## src/rtl/fm_enc_pkg.sv

```systemverilog
package fm_enc_pkg;

  localparam int unsigned CELLS_PER_BYTE = 16;
  localparam int unsigned CELL_IDX_W     = $clog2(CELLS_PER_BYTE);

  localparam logic [7:0] CLK_BITS_PLAIN = 8'hFF;
  localparam logic [7:0] CLK_BITS_MARK  = 8'hC7;
  localparam logic [7:0] CLK_BITS_INDEX = 8'hD7;

  typedef struct packed {
    logic [7:0] clk_bits;
    logic [7:0] dat_bits;
  } fm_frame_t;

  // Clock-cell pattern for one byte; only flagged F8..FE lose clock pulses.
  function automatic logic [7:0] clk_pattern(input logic [7:0] b, input logic is_mark);
    logic [7:0] p;
    p = CLK_BITS_PLAIN;
    if (is_mark) begin
      if (b == 8'hFC)
        p = CLK_BITS_INDEX;
      else if (b >= 8'hF8 && b <= 8'hFE)
        p = CLK_BITS_MARK;
    end
    return p;
  endfunction

endpackage

```

## src/rtl/fm_cell_timer.sv

```systemverilog
module fm_cell_timer #(
  parameter int unsigned CELL_TICKS  = 16,
  parameter int unsigned PULSE_TICKS = 4
) (
  input  logic clk,
  input  logic rst,
  input  logic run_i,
  input  logic restart_i,
  output logic cell_end_o,
  output logic pulse_win_o
);

  localparam int unsigned TW = (CELL_TICKS > 1) ? $clog2(CELL_TICKS) : 1;
  localparam logic [TW-1:0] LAST_TICK  = TW'(CELL_TICKS - 1);
  localparam logic [TW-1:0] PULSE_LIM  = TW'(PULSE_TICKS);

  logic [TW-1:0] tick_q;

  always_ff @(posedge clk) begin
    if (rst) begin
      tick_q <= '0;
    end else if (restart_i || !run_i) begin
      tick_q <= '0;
    end else if (tick_q == LAST_TICK) begin
      tick_q <= '0;
    end else begin
      tick_q <= tick_q + 1'b1;
    end
  end

  assign cell_end_o  = run_i && (tick_q == LAST_TICK);
  assign pulse_win_o = (tick_q < PULSE_LIM);

  AST_TICK_IN_CELL: assert property (@(posedge clk) disable iff (rst)
    tick_q <= LAST_TICK);

  AST_TICK_HELD_IDLE: assert property (@(posedge clk) disable iff (rst)
    !run_i |=> tick_q == '0);

endmodule

```

## src/rtl/fm_frame_seq.sv

```systemverilog
module fm_frame_seq
  import fm_enc_pkg::*;
(
  input  logic       clk,
  input  logic       rst,
  input  logic [7:0] trk_byte_i,
  input  logic       trk_mark_i,
  input  logic       trk_valid_i,
  output logic       trk_ready_o,
  input  logic       cell_end_i,
  output logic       restart_o,
  output logic       busy_o,
  output logic       cell_bit_o,
  output logic       underrun_o,
  input  logic       underrun_clr_i
);

  localparam logic [CELL_IDX_W-1:0] LAST_CELL = CELL_IDX_W'(CELLS_PER_BYTE - 1);

  logic                  busy_q;
  logic [CELL_IDX_W-1:0] cell_q;
  logic [7:0]            clk_sh_q, dat_sh_q;
  fm_frame_t             pend_q;
  logic                  pend_v_q;
  logic                  underrun_q;

  logic      last_cell, fire, have_next, frame_end, load, dry;
  fm_frame_t in_frame, nxt_frame;

  assign last_cell   = busy_q && (cell_q == LAST_CELL);
  assign trk_ready_o = !pend_v_q && (!busy_q || last_cell);
  assign fire        = trk_valid_i && trk_ready_o;
  assign have_next   = pend_v_q || fire;
  assign frame_end   = last_cell && cell_end_i;
  assign load        = have_next && (!busy_q || frame_end);
  assign dry         = frame_end && !have_next;

  always_comb begin
    in_frame.clk_bits = clk_pattern(trk_byte_i, trk_mark_i);
    in_frame.dat_bits = trk_byte_i;
    nxt_frame         = pend_v_q ? pend_q : in_frame;
  end

  always_ff @(posedge clk) begin
    if (rst) begin
      busy_q   <= 1'b0;
      cell_q   <= '0;
      clk_sh_q <= '0;
      dat_sh_q <= '0;
      pend_q   <= '0;
      pend_v_q <= 1'b0;
    end else if (load) begin
      busy_q   <= 1'b1;
      cell_q   <= '0;
      clk_sh_q <= nxt_frame.clk_bits;
      dat_sh_q <= nxt_frame.dat_bits;
      pend_v_q <= 1'b0;
    end else begin
      if (fire) begin
        pend_q   <= in_frame;
        pend_v_q <= 1'b1;
      end
      if (frame_end) begin
        busy_q <= 1'b0;
        cell_q <= '0;
      end else if (busy_q && cell_end_i) begin
        cell_q <= cell_q + 1'b1;
        if (cell_q[0]) begin
          clk_sh_q <= {clk_sh_q[6:0], 1'b0};
          dat_sh_q <= {dat_sh_q[6:0], 1'b0};
        end
      end
    end
  end

  always_ff @(posedge clk) begin
    if (rst)
      underrun_q <= 1'b0;
    else if (dry)
      underrun_q <= 1'b1;
    else if (underrun_clr_i)
      underrun_q <= 1'b0;
  end

  assign restart_o  = load;
  assign busy_o     = busy_q;
  assign cell_bit_o = cell_q[0] ? dat_sh_q[7] : clk_sh_q[7];
  assign underrun_o = underrun_q;

  AST_READY_LAST_CELL: assert property (@(posedge clk) disable iff (rst)
    busy_q && (cell_q != LAST_CELL) |-> !trk_ready_o);

  AST_ONE_PER_FRAME: assert property (@(posedge clk) disable iff (rst)
    pend_v_q |-> !trk_ready_o);

  AST_GAPLESS_RELOAD: assert property (@(posedge clk) disable iff (rst)
    frame_end && have_next |=> busy_q && (cell_q == '0));

  AST_DRY_TO_IDLE: assert property (@(posedge clk) disable iff (rst)
    dry |=> !busy_q && underrun_q);

  AST_UNDERRUN_HOLD: assert property (@(posedge clk) disable iff (rst)
    underrun_q && !underrun_clr_i |=> underrun_q);

  AST_UNDERRUN_CLEAR: assert property (@(posedge clk) disable iff (rst)
    underrun_clr_i && !dry |=> !underrun_q);

endmodule

```

## src/rtl/fm_pulse_encoder.sv

```systemverilog
module fm_pulse_encoder #(
  parameter int unsigned TICKS_PER_US = 4,
  parameter int unsigned CELL_US      = 4,
  parameter int unsigned PULSE_US     = 1
) (
  input  logic       clk,
  input  logic       rst,
  input  logic [7:0] trk_byte_i,
  input  logic       trk_mark_i,
  input  logic       trk_valid_i,
  output logic       trk_ready_o,
  output logic       rd_pulse_o,
  output logic       underrun_o,
  input  logic       underrun_clr_i
);

  localparam int unsigned CELL_TICKS  = TICKS_PER_US * CELL_US;
  localparam int unsigned PULSE_TICKS = TICKS_PER_US * PULSE_US;

  logic cell_end, pulse_win, restart, busy, cell_bit;
  logic pulse_q;

  fm_cell_timer #(
    .CELL_TICKS (CELL_TICKS),
    .PULSE_TICKS(PULSE_TICKS)
  ) timer_i (
    .clk        (clk),
    .rst        (rst),
    .run_i      (busy),
    .restart_i  (restart),
    .cell_end_o (cell_end),
    .pulse_win_o(pulse_win)
  );

  fm_frame_seq seq_i (
    .clk           (clk),
    .rst           (rst),
    .trk_byte_i    (trk_byte_i),
    .trk_mark_i    (trk_mark_i),
    .trk_valid_i   (trk_valid_i),
    .trk_ready_o   (trk_ready_o),
    .cell_end_i    (cell_end),
    .restart_o     (restart),
    .busy_o        (busy),
    .cell_bit_o    (cell_bit),
    .underrun_o    (underrun_o),
    .underrun_clr_i(underrun_clr_i)
  );

  always_ff @(posedge clk) begin
    if (rst)
      pulse_q <= 1'b0;
    else
      pulse_q <= busy && cell_bit && pulse_win;
  end

  assign rd_pulse_o = pulse_q;

  AST_IDLE_LINE_LOW: assert property (@(posedge clk) disable iff (rst)
    !busy && $past(!busy) |-> !rd_pulse_o);

  AST_PULSE_IN_WINDOW: assert property (@(posedge clk) disable iff (rst)
    rd_pulse_o |-> $past(pulse_win));

endmodule

```

## config.mk

```make
export PLATFORM = sky130hd
export DESIGN_NAME = fm_pulse_encoder
export DESIGN_NICKNAME = d
export VERILOG_FILES = /design/src/rtl/fm_enc_pkg.sv /design/src/rtl/fm_cell_timer.sv /design/src/rtl/fm_frame_seq.sv /design/src/rtl/fm_pulse_encoder.sv
export SDC_FILE = /design/constraint.sdc
export NUM_CORES = 1
export LEC_CHECK = 0
export BUFFER_PORTS_ARGS = -buffer_cell sky130_fd_sc_hd__buf_2
export CORE_MARGIN = 4
export CORE_UTILIZATION = 45
export CTS_BUF_LIST = sky130_fd_sc_hd__clkbuf_2 sky130_fd_sc_hd__clkbuf_4 sky130_fd_sc_hd__clkbuf_8
export DETAILED_ROUTE_END_ITERATION = 12
export PLACE_DENSITY = 0.74
export SYNTH_ARGS = -nofsm -noshare
export SYNTH_HDL_FRONTEND = slang
export SYNTH_SLANG_ARGS = --single-unit
```

## constraint.sdc

```tcl
create_clock -name clk -period 1.9 [get_ports clk]
set_clock_uncertainty 0.2 [all_clocks]
set_input_delay 0.095 -clock clk [delete_from_list [all_inputs] [get_ports clk]]
set_output_delay 0.095 -clock clk [all_outputs]
set_load 0.02 [all_outputs]
```

==> flow_summary.toml <==
[run_status]
outcome = "finished, final reports clean"

[global_route]
grt_max_degree = 19
grt_pass1_wl_um = 7690
grt_overflow = 0
antenna_found_initial = 0
track_usage_pct = 18.9
grt_pass1_vias = 1627

[synthesis]
seq_area_frac_synth_pct = 41.4
synth_area_leaders = "dfxtp_1 (41%), mux2i_1 (8.5%), a21oi_1 (6.9%), o31ai_1 (3.6%), mux2_2 (3.6%)"
ys.flop_type = "dfxtp_1"
synth.cells.most_frequent = "dfxtp_1 (39), a21oi_1 (26), mux2i_1 (16)"
synth_top_cell_by_area = "dfxtp_1"
syn_area_um2 = 1890
synth-seq-cells = 39
async_flop_share_pct = 0
synth_cells = 209
yosysMostFrequentCell = "dfxtp_1"
synth_nets = 224
synth_cell_types = 40
syn-mean-instance-area_um2 = 9.02
synth-edff-count = 0
yosysWarnings = 0
synth_top_area_share_pct = 41.4

[placed_design]
place_congestion = 0.851
dp_hpwl_um = 3090
place_inst = 274
io_buffers = 15
pre_cts_slack_ns = 0.0459

[floorplan]
dieArea_um2 = 5290
num_rows = 23
die_x_um = 72.7
core-area_um2 = 4030
die-height_um = 72.7
ioPinCount = 16
initial_core_util_pct = 46.8

[sta]
fin_crit_sh_pct = 96.5
relSlewSlack_pct = 63.6
finalSetupTns_ns = 0
setup_slack_ns = 0.0670
max_freq_mhz = 546
hold_viol = 0
finalSetupViolCount = 0
tightestPinTransition_ns = 0.539
drv_slew = 0
period_minus_slack_ns = 1.83

[clock_network]
cts.clk_slew.worst_paths_ns = 0.08
clockRootBuffer = "clkbuf_8"
cts_inserted_buffers = 5
cts.sinks = 39
clk-insertion-delay-late_ns = 0.30
cts_tree = "built"
cts_buffer_depth = 2
htreeDepth = 2

[setup_path]
crit_path_end_kind = "flop"
cp.required_ns = 1.89
path_class = "flop to flop"
worst_setup_path_start_kind = "flop"
critPathArrivalTime_ns = 1.83
worstPathMaxFanout = 3

[final_layout]
diodes = 0
drive_above_1_share_pct = 26.7
finalNetCount = 265
finalNonFillerCells = 301
area_growth_pct = 26.4

[power_and_ir_drop]
comb_power_share_pct = 18.4
pwr-share-clk_pct = 33.6
p_int_mw = 1.38
seqPwrFrac_pct = 48.0
finalPower_mw = 1.90
p_switching_uw = 515
leakage_nw = 0.977
netSwitchingFraction_pct = 27.2
ir_drop_v = 0.000548
power.density_nw_per_um2 = 796

[detailed_routing]
vias_per_cell = 5.67
antenna_left = 0
drcViolationCount = 0
vias = 1708
drt_iter0_drc = 145
drt-total-wl_um = 4660
wl_per_cell_um = 15.5
firstDrtPassIters = 4

[min_path]
hp-class = "input port to flop"

[job]
maxCapViolCount = 0
-- critical path, stage by stage (launching register included) --
cell and delay (ns):
dfxtp_2 0.35, ha_2 0.19, nand3_2 0.09, and2_1 0.20
or3_1 0.42, a32o_1 0.28
-- metal layers --
| layer | GRT usage [%] | share of wire [%] |
|---|---|---|
| met1 | 25.9 | 47 |
| met2 | 27.6 | 46 |
| met3 | 3.86 | 5.0 |
| met4 | 10.7 | 2.7 |
| met5 | 0 | 0 |
-- state kept, by name, indices dropped and copies added, names as in the netlist --
signal and cells:
rd_pulse_o 1, seq_i.pend_v_q 1, seq_i.cell_q 4, seq_i.dat_sh_q 8
seq_i.pend_q 11, timer_i.tick_q 4, seq_i.clk_sh_q 8, seq_i.busy_o 1
seq_i.underrun_o 1
-- worst paths after layout --
check,from,to,slack [ns],depth (start not counted)
worst min-delay path,trk_mark_i,seq_i.pend_q[13],0.17,5
worst max register to register,timer_i.tick_q[0],seq_i.dat_sh_q[0],0.07,5
worst min register to register,timer_i.tick_q[0],timer_i.tick_q[0],0.23,1
worst max-delay path,timer_i.tick_q[0],seq_i.dat_sh_q[0],0.07,5
-- layout by cell type, fill, tap and decap left out, types with 2 or more instances in the layout --
master / n
dfxtp_1: 38
a21oi_1: 26
buf_4: 22
mux2i_1: 15
buf_2: 15
nand3_1: 12
nor2_1: 12
dlygate4sd3_1: 11
o21ai_0: 10
nor3_1: 10
clkbuf_8: 7
mux2_2: 6
o31ai_1: 6
nand2_1: 5
inv_1: 4
nand4_1: 4
o21ai_1: 3
nor2b_1: 3
o31ai_2: 3
xor2_1: 3
and2_1: 2
and4_1: 2
o311ai_0: 2
a32o_1: 2
o21a_1: 2
-- area by class of cell --
type	count	area (um^2)
sequential	39	782
clock buffer	8	104
fill	369	1650
timing repair buffer	49	370
inverter	5	18.8
multi-input combinational	150	1050
tap	50	62.6
-- power groups by stage --
stage	clock network [mW]	registers, mW	logic, mW
floorplan	0	0.916	0.201
global placement	0	0.926	0.276
detailed placement	0	0.927	0.282
CTS	0.640	0.909	0.303
global route	0.677	0.918	0.383
finish	0.637	0.911	0.349
-- what timing repair did --
item | 4_1_cts | 5_1_grt
endpoints found under the hold margin | 10 | 0
hold buffers | 11 | 0
gates resized for setup | 2 | 13
setup buffers | 0 | 8
setup endpoints to repair | 1 | 26
pin swaps | 0 | 2
-- per-stage QoR --
step	hold slack, ns	instance area (um^2)	util, %
after floorplan	0.0427	1890	-
after global placement	0.168	2060	51.2
after detailed placement	0.180	2060	51.2
after CTS	0.172	2280	56.6
after global routing	0.256	2380	59.2
final	0.168	2380	59.2
-- kinds of logic after synthesis --
group	after synthesis	share of synthesized area, %
AOI/OAI and AO/OA	64	22.0
and+or+nand+nor	58	15.9
DFF	39	41.4
muxes	22	12.1
buffers and inverters	20	5.44
xor gates and xnor gates	4	1.86
adders and majority gates	2	1.33
(Power assumes the default switching activity.)
